$ cat config.mk
export PLATFORM = sky130hd
export DESIGN_NAME = cc_serial_outbuf
export DESIGN_NICKNAME = d
export VERILOG_FILES = /design/src/rtl/cc_serial_outbuf.sv
export SDC_FILE = /design/constraint.sdc
export NUM_CORES = 1
export LEC_CHECK = 0
export BUFFER_PORTS_ARGS = -buffer_cell sky130_fd_sc_hd__buf_2
export CORE_MARGIN = 3
export CORE_UTILIZATION = 40
export CTS_BUF_LIST = sky130_fd_sc_hd__clkbuf_16
export CTS_CLUSTER_SIZE = 24
export DETAILED_ROUTE_END_ITERATION = 8
export GPL_TIMING_DRIVEN = 0
export SYNTH_ARGS = -nofsm -noshare
export SYNTH_HDL_FRONTEND = slang
export SYNTH_SLANG_ARGS = --single-unit
$ cat constraint.sdc
create_clock -name clk -period 2.2 [get_ports clk]
set_input_delay 0.44 -clock clk [delete_from_list [all_inputs] [get_ports clk]]
set_output_delay 0.44 -clock clk [all_outputs]
set_load 0.005 [all_outputs]
$ cat src/rtl/cc_serial_outbuf.sv
module cc_serial_outbuf #(
  parameter int WORD_W = 16
) (
  input  logic              clk,
  input  logic              rst_n,
  input  logic [WORD_W-1:0] cap_word,
  input  logic              cap_load,
  input  logic [1:0]        mode,
  input  logic              host_cs_n,
  input  logic              host_sck,
  output logic              sdo_pull
);
  localparam int CNT_W = $clog2(WORD_W + 1);

  logic [2:0]        cs_q, sck_q;
  logic              cs_s2, cs_fall, sck_fall;
  logic [WORD_W-1:0] held, shreg;
  logic [CNT_W-1:0]  bit_cnt;
  logic              active, read_done, zero_now;

  always_ff @(posedge clk) begin
    if (!rst_n) begin
      cs_q  <= '1;
      sck_q <= '1;
    end else begin
      cs_q  <= {cs_q[1:0], host_cs_n};
      sck_q <= {sck_q[1:0], host_sck};
    end
  end

  assign cs_s2    = cs_q[1];
  assign cs_fall  = cs_q[2] & ~cs_q[1];
  assign sck_fall = sck_q[2] & ~sck_q[1];
  assign zero_now = ~mode[1] & read_done;

  always_ff @(posedge clk) begin
    if (!rst_n) begin
      held      <= '0;
      shreg     <= '1;
      bit_cnt   <= '0;
      active    <= 1'b0;
      read_done <= 1'b0;
    end else begin
      if (cap_load && cs_s2) begin
        held      <= cap_word;
        read_done <= 1'b0;
      end
      if (cs_s2) begin
        active <= 1'b0;
      end else if (cs_fall) begin
        active  <= 1'b1;
        shreg   <= zero_now ? '0 : held;
        bit_cnt <= '0;
      end else if (active && sck_fall) begin
        shreg <= {1'b1, shreg[WORD_W-1:1]};
        if (bit_cnt != CNT_W'(WORD_W)) bit_cnt <= bit_cnt + 1'b1;
        if (bit_cnt == CNT_W'(WORD_W - 1)) read_done <= 1'b1;
      end
    end
  end

  assign sdo_pull = active & ~shreg[0];
endmodule


==> results of run 1 <==
layer usage:
layer | wire length, um | vias to the layer above | global-route usage [%]
li1 | - | 786 | -
met1 | 1740 | 654 | 19.1
met2 | 1500 | 16 | 22.1
met3 | 103 | 7 | 3.69
met4 | 64 | 0 | 6.04
met5 | 0 | - | 0
report_power, final:
part | switching, mW | internal [mW] | leakage [nW]
Clock | 0.286 | 0.410 | 0.0633
Combinational | 0.0522 | 0.0513 | 0.499
Sequential | 0.0189 | 0.853 | 0.369
metrics by stage:
step           setup WS (ns)  instance area (um^2)  power, mW  hold slack [ns]  std cells
2_1_floorplan          0.922                  1840      0.955            0.386        216
3_3_place_gp           0.769                  2010      0.994            0.387        290
3_5_place_dp           0.767                  2010      0.995            0.395        290
4_1_cts                0.744                  2150       1.69            0.337        297
5_1_grt                0.603                  2150       1.75            0.340        297
6_report               0.733                  2150       1.67            0.336        297
worst min-delay path by stage:
stage,start,to,slack (ns),cells after the start
CTS,host_cs_n,cs_q[0],0.34,2
detailed placement,sck_q[0],sck_q[1],0.40,1
global placement,cs_q[0],cs_q[1],0.39,1
finish,host_sck,sck_q[0],0.34,2
floorplan,cs_q[0],cs_q[1],0.39,1
global route,host_sck,sck_q[0],0.34,2
worst register-to-register path: stages (launching register included):
cell	delay, ns
dfxtp_1	0.33
inv_1	0.08
ha_1	0.16
nor4bb_1	0.49
nor2_1	0.08
a221oi_1	0.24
kinds of logic (layout without fill, tap and decap cells):
logic type / Yosys count / in the layout / synth area share, %
AOI/OAI and AO/OA: 58 / 58 / 19.7
adders and majority gates: 3 / 3 / 2.04
DFF: 45 / 45 / 49.0
buffers and inverters: 19 / 48 / 5.93
and+or+nand+nor: 91 / 91 / 23.3
cells in the final DEF, fill, tap and decap left out, types with 4 or more instances in the layout:
master	instances
dfxtp_1	45
inv_1	5
a21oi_1	19
a31oi_1	15
buf_4	4
o21ai_0	4
clkbuf_16	5
buf_2	26
nand2_1	65
a21boi_0	14
nand2b_1	7
registers in the layout, indices dropped and copies added (netlist names):
signal     count
bit_cnt        5
sck_q          3
shreg         16
cs_q           3
read_done      1
active         1
held          16
synth_stat cells, types with 2 or more instances:
| master | number |
|---|---|
| nand2b_1 | 7 |
| a21oi_1 | 19 |
| o21ai_0 | 4 |
| inv_1 | 5 |
| dfxtp_1 | 45 |
| nand4bb_1 | 2 |
| buf_6 | 2 |
| nand2_1 | 65 |
| a21boi_1 | 2 |
| nand3_1 | 3 |
| ha_1 | 3 |
| buf_2 | 4 |
| a31oi_1 | 15 |
| a21boi_0 | 14 |
| and2_1 | 2 |
| nor2b_1 | 2 |
| clkbuf_1 | 2 |
| buf_4 | 4 |
| clkbuf_2 | 2 |
| nor2_1 | 3 |
layout make-up:
| cell class | count | area (um^2) |
|---|---|---|
| Inverter | 5 | 18.8 |
| Multi-Input combinational cell | 152 | 827 |
| Fill cell | 428 | 2240 |
| Sequential cell | 45 | 901 |
| Timing Repair Buffer | 22 | 110 |
| Tap cell | 52 | 65.1 |
| Clock buffer | 5 | 125 |
| Clock inverter | 2 | 11.3 |
| Buffer | 14 | 90.1 |
==> results.md, run 1 <==
* Status: finished, final reports clean
* Final wirelength at about 3400 um
* Reg2reg end: bit_cnt[4]
* RSZ-0062 raised after global routing: no
* Initial antenna violation count at 0
* Delay of the slowest critical-path stage at 0.49 ns
* Ys async rst share at 0%
* Routed via count at 1463
* Global Route Usage Sum at 14.4%
* Max_slew headroom at 65.1%
* Worst skew pair latency at roughly 0.28 ns
* Antenna diodes at 0
* Global route overflow at 0
* Seq cells post-synth at 45
* Clock Tree Root: clkbuf_16
* Max_cap viols at 0
* Final-report setup violation count at 0
* Layout cell share with drive strength beyond 1 at 17.1%
* Hold_buf cts at 0
* Area of the core at 0.00438 mm^2
* Startpoint types: register
* Initial detailed-routing violation count at 93
* H-tree levels at 2
* First-pass iteration count of the detailed router at 4
* Post-DRT Antenna Nets at 0
* Post-synth net total at 242
* Routed len/inst at 11.5 um
* Final Skew at 0.00532 ns
* GPL Wtd Cong at 0.730
* Peak Freq at 0.682 GHz
* CTS tree: built
* Crit end category: register
* Final Hold Viols at 0
* Reg-to-reg slack, setup at ~0.73 ns
* Worst-path cell chain: inv_1 > ha_1 > nor4bb_1 > nor2_1 > a221oi_1
* IO Pins at 24
* Vias in the first global route at 1446
* Die Height at 73.8 um
* DRC viols at 0
* Max Buffers Root-to-Sink at 2
* Number of synthesized flops with an enable pin at 0
* Pwr dens at 778 mW/mm^2
* CP max stage cell: nor4bb_1
* Sink Count at 45
* Die width at 73.8 um
* Clock transition at path regs at 0.06 ns
* CTS buffer count at 5
* Final Util at 49.0%
* CP startpoint: bit_cnt[0]
* Vias per inst at 4.93
* Worst r2r src: bit_cnt[0]
* Sequential area share after synthesis at 49.0%
* Post-synth top area share at 49.0%
* First-pass GRT wire length at 6160 um
* Leading area contributor after synthesis: dfxtp_1
* Worst EP arrival at 1.65 ns
* Port buffer count at 22
* Hpwl dp at 2500 um
* Leakage at 0.931 nW
* Number of synthesis warnings at 0
* Stages on worst setup path at 5
* Setup bufs post-CTS at 0
* CP Capture Point: bit_cnt[4]
* Post-synth cell types at 31
* Largest net degree at the start of global routing at 14
* Worst Path Required at around 2.4 ns
* Mapped cell area at roughly 0.0018 mm^2
* Syn avg cell area at 8.50 um^2
* CTS resizes at 0
* Area grow syn2layout at 17.0%
* Crit path max-delay family: simple AND/OR/NAND/NOR gates
* Worst reg2reg path depth at 5
* Fin crit period at 1.47 ns
* Max IR drop VDD at 487 uV
* Final max-slew violation count at 0
* Worst Hold Class: input pin to register
* DIE AREA at between 0.005 and 0.006 mm^2
* Period utilisation layout at 66.7%
* Worst slew pin tran at between 0.5 and 0.6 ns
* Critical path class: register to register
* Setup TNS at 0 ns
* Top cells by area, synth: dfxtp_1 (49%), nand2_1 (13%), a21boi_0 (5.7%), a21oi_1 (5.2%), a31oi_1 (5.1%)
* Crit-path max FO at 4
* Mapped Cells at 216
* Buf+Inv Stages, Crit Path at 1
* Final nets at 271
* Prevailing post-synth register cell: dfxtp_1
* Row Count at 24
* Initial core utilization at 41.9%
No activity file was read; power rests on OpenSTA's default activity.
==> run 2: changes to the inputs <==
clock period = 1.32 ns   (was 2.2 ns; I/O delays follow)
==> run 2 against run 1 <==
Net effect:
- design area increased by 2.6%
- die area unchanged
- wire length rose by 2.9%
- utilization rose by 1.3 points
- power is 67% higher
- register-to-register slack got worse by 0.68 ns
- cell count is 0.67% higher
- maximum frequency increased by 16%
- sequential share of layout area decreased by 0.88 points
- largest cell class unchanged
==> results.md, run 2 (synthesis gave the netlist of run 1 again) <==
* Status: finished, final reports clean
* Sw power at 0.599 mW (+68%)
* Most frequent cells in the layout: nand2_1 (64), dfxtp_1 (42), buf_2 (26)
* Crit end category: register
* Int Power at 2.19 mW (+67%)
* GPL Wtd Cong at 0.730 (unchanged)
* Switch share at 21.5% (+0.11 points)
* Leakage at 0.938 nW (+0.69%)
* Initial antenna violation count at 0 (unchanged)
* DRC viols at 0 (unchanged)
* Max_cap viols at 0 (unchanged)
* Global route overflow at 0 (unchanged)
* Layout fillers at 426 (-0.47%)
* DIE AREA at 0.00544 mm^2 (unchanged)
* IO Pins at 24 (unchanged)
* Largest net degree at the start of global routing at 14 (unchanged)
* Critical path class: register to register
* Multi-input gate area at 863 um^2 (+4.4%)
* Final-report setup violation count at 0 (unchanged)
* Layout cell share with drive strength beyond 1 at 20.6% (+3.5 points)
* Routed via count at 1490 (+1.8%)
* FF+latch area at 905 um^2 (+0.42%)
* Setup ws final at 0.0508 ns (-0.682 ns)
* Gate power share at 6.3% (about the same)
* Clock network power share at 41.6% (about the same)
* Global Route Usage Sum at 14.6% (+0.20 points)
* M1 GR Usage at 19.4% (+0.25 points)
* CP max stage cell: dfxtp_2
* Max Buffers Root-to-Sink at 2 (unchanged)
* Startpoint types: register
* Final wirelength at 3510 um (+2.9%)
* Area grow syn2layout at 20.0%
* WHS at 0.161 ns (-0.175 ns)
* Top Usage Layer GRT: met2
* Sink Count at 45 (unchanged)
* Met3 GRT Util at 3.69% (unchanged)
* Vias per inst at 4.98 (+1.2%)
* Placed inst area at 0.00201 mm^2 (unchanged)
* Die width at 73.8 um (unchanged)
* CTS buffer count at 5 (unchanged)
* Clock Tree Root: clkbuf_16
* Final Skew at 0.00503 ns (-0.000290 ns)
* Flop pwr share at 52.1% (about the same)
* Max IR drop VDD at 826 uV (+69%)
* First-pass iteration count of the detailed router at 5 (+1)
* Top flop regs: held: 16 flops, shreg: 16 flops, bit_cnt: 5 flops
* Buf+Inv Stages, Crit Path at 0 (-1)
* CTS tree: built
* Antenna diodes at 0 (unchanged)
* Crit-path max FO at 4 (unchanged)
* Period utilisation layout at 96.2% (+29 points)
* Worst-path cell chain: ha_4 > and3_1 > ha_1 > a221oi_2
* GR Layer Usage met2 at 22.5% (+0.39 points)
* Peak Freq at 0.788 GHz (+16%)
* First-pass GRT wire length at 6270 um (+1.7%)
* Worst Hold Class: input pin to register
* Vias in the first global route at 1454 (+0.55%)
* Row Count at 24 (unchanged)
* Area of the core at 0.00438 mm^2 (unchanged)
* Final nets at 273 (+0.74%)
* Final max-slew violation count at 0 (unchanged)
* Fin crit period at 1.27 ns (-0.198 ns)
* Post-route cell area at 0.00220 mm^2 (+2.6%)
* H-tree levels at 2 (unchanged)
* Worst slack at placement at -0.111 ns (-0.877 ns)
* Initial detailed-routing violation count at 77 (-17%)
* Final Hold Viols at 0 (unchanged)
* Crit path max-delay family: adder cells
* Clock transition at path regs at 0.06 ns (about the same)
* Worst Path Required at 1.52 ns (-0.87 ns)
* Delay of the slowest critical-path stage at 0.34 ns (-0.15 ns)
* Pwr dens at 1270 mW/mm^2 (+63%)
* Worst skew pair latency at 0.28 ns (about the same)
* Die Height at 73.8 um (unchanged)
* Worst slew pin tran at 0.371 ns (-0.146 ns)
* Worst EP arrival at 1.46 ns (-0.19 ns)
* Initial core utilization at 41.9% (unchanged)
* Max_slew headroom at 75.3% (+10 points)
* Hpwl dp at 2500 um (unchanged)
* Routed len/inst at 11.7 um (+2.2%)
* Post-DRT Antenna Nets at 0 (unchanged)
* Most common cell after layout, fill and taps aside: nand2_1
* Port buffer count at 22 (unchanged)
==> run 2: worst reg2reg max path, cell delays in order (launching register included) <==
cell and delay [ns]:
dfxtp_2 0.34, ha_4 0.17, and3_1 0.18, ha_1 0.28
a221oi_2 0.22
==> run 2: final cells by class <==
| cell class | instances | area share [%] |
|---|---|---|
| timing repair buffer | 24 | 5.68 |
| clock inverter | 2 | 0.511 |
| sequential | 45 | 41.1 |
| clock buffer | 5 | 5.68 |
| multi-input combinational | 152 | 39.2 |
| tap | 52 | 2.95 |
| inverter | 5 | 0.852 |
| buffer | 14 | 4.09 |
==> run 2: metal layers <==
| metal | share of wire [%] | wire length [um] |
|---|---|---|
| met1 | 50 | 1740 |
| met2 | 46 | 1600 |
| met4 | 1.5 | 51 |
| met5 | 0 | 0 |
| met3 | 3.4 | 118 |
==> run 2: path summary, 6_finish.rpt <==
check | startpoint | endpoint | slack (ns) | depth (start not counted)
setup / recovery | bit_cnt[0] | bit_cnt[4] | 0.05 | 4
hold / removal | host_cs_n | cs_q[0] | 0.16 | 2
setup reg to reg | bit_cnt[0] | bit_cnt[4] | 0.05 | 4
hold reg to reg | sck_q[0] | sck_q[1] | 0.41 | 1
==> run 2: power by group through the flow <==
| stage | combinational, mW | clock [mW] | sequential (mW) |
|---|---|---|---|
| after global routing | 0.207 | 1.24 | 1.46 |
| final | 0.176 | 1.16 | 1.45 |
| after floorplan | 0.117 | 0 | 1.47 |
| after global placement | 0.174 | 0 | 1.48 |
| after CTS | 0.176 | 1.19 | 1.45 |
| after detailed placement | 0.176 | 0 | 1.48 |
==> run 2: what timing repair did <==
item | in CTS | in global routing
buffers inserted | 0 | 2
hold buffers | 0 | 0
pin swaps | 0 | 2
setup endpoints to repair | 3 | 22
gates resized for setup | 4 | 5
==> run 2: through the flow <==
stage	power [mW]	util (%)	setup TNS, ns	instances
4_1_cts	2.81	49.4	0	297
5_1_grt	2.91	50.3	-0.00198	299
3_5_place_dp	1.66	45.9	-0.211	290
2_1_floorplan	1.59	-	0	216
3_3_place_gp	1.66	45.9	-0.154	290
6_report	2.79	50.3	0	299
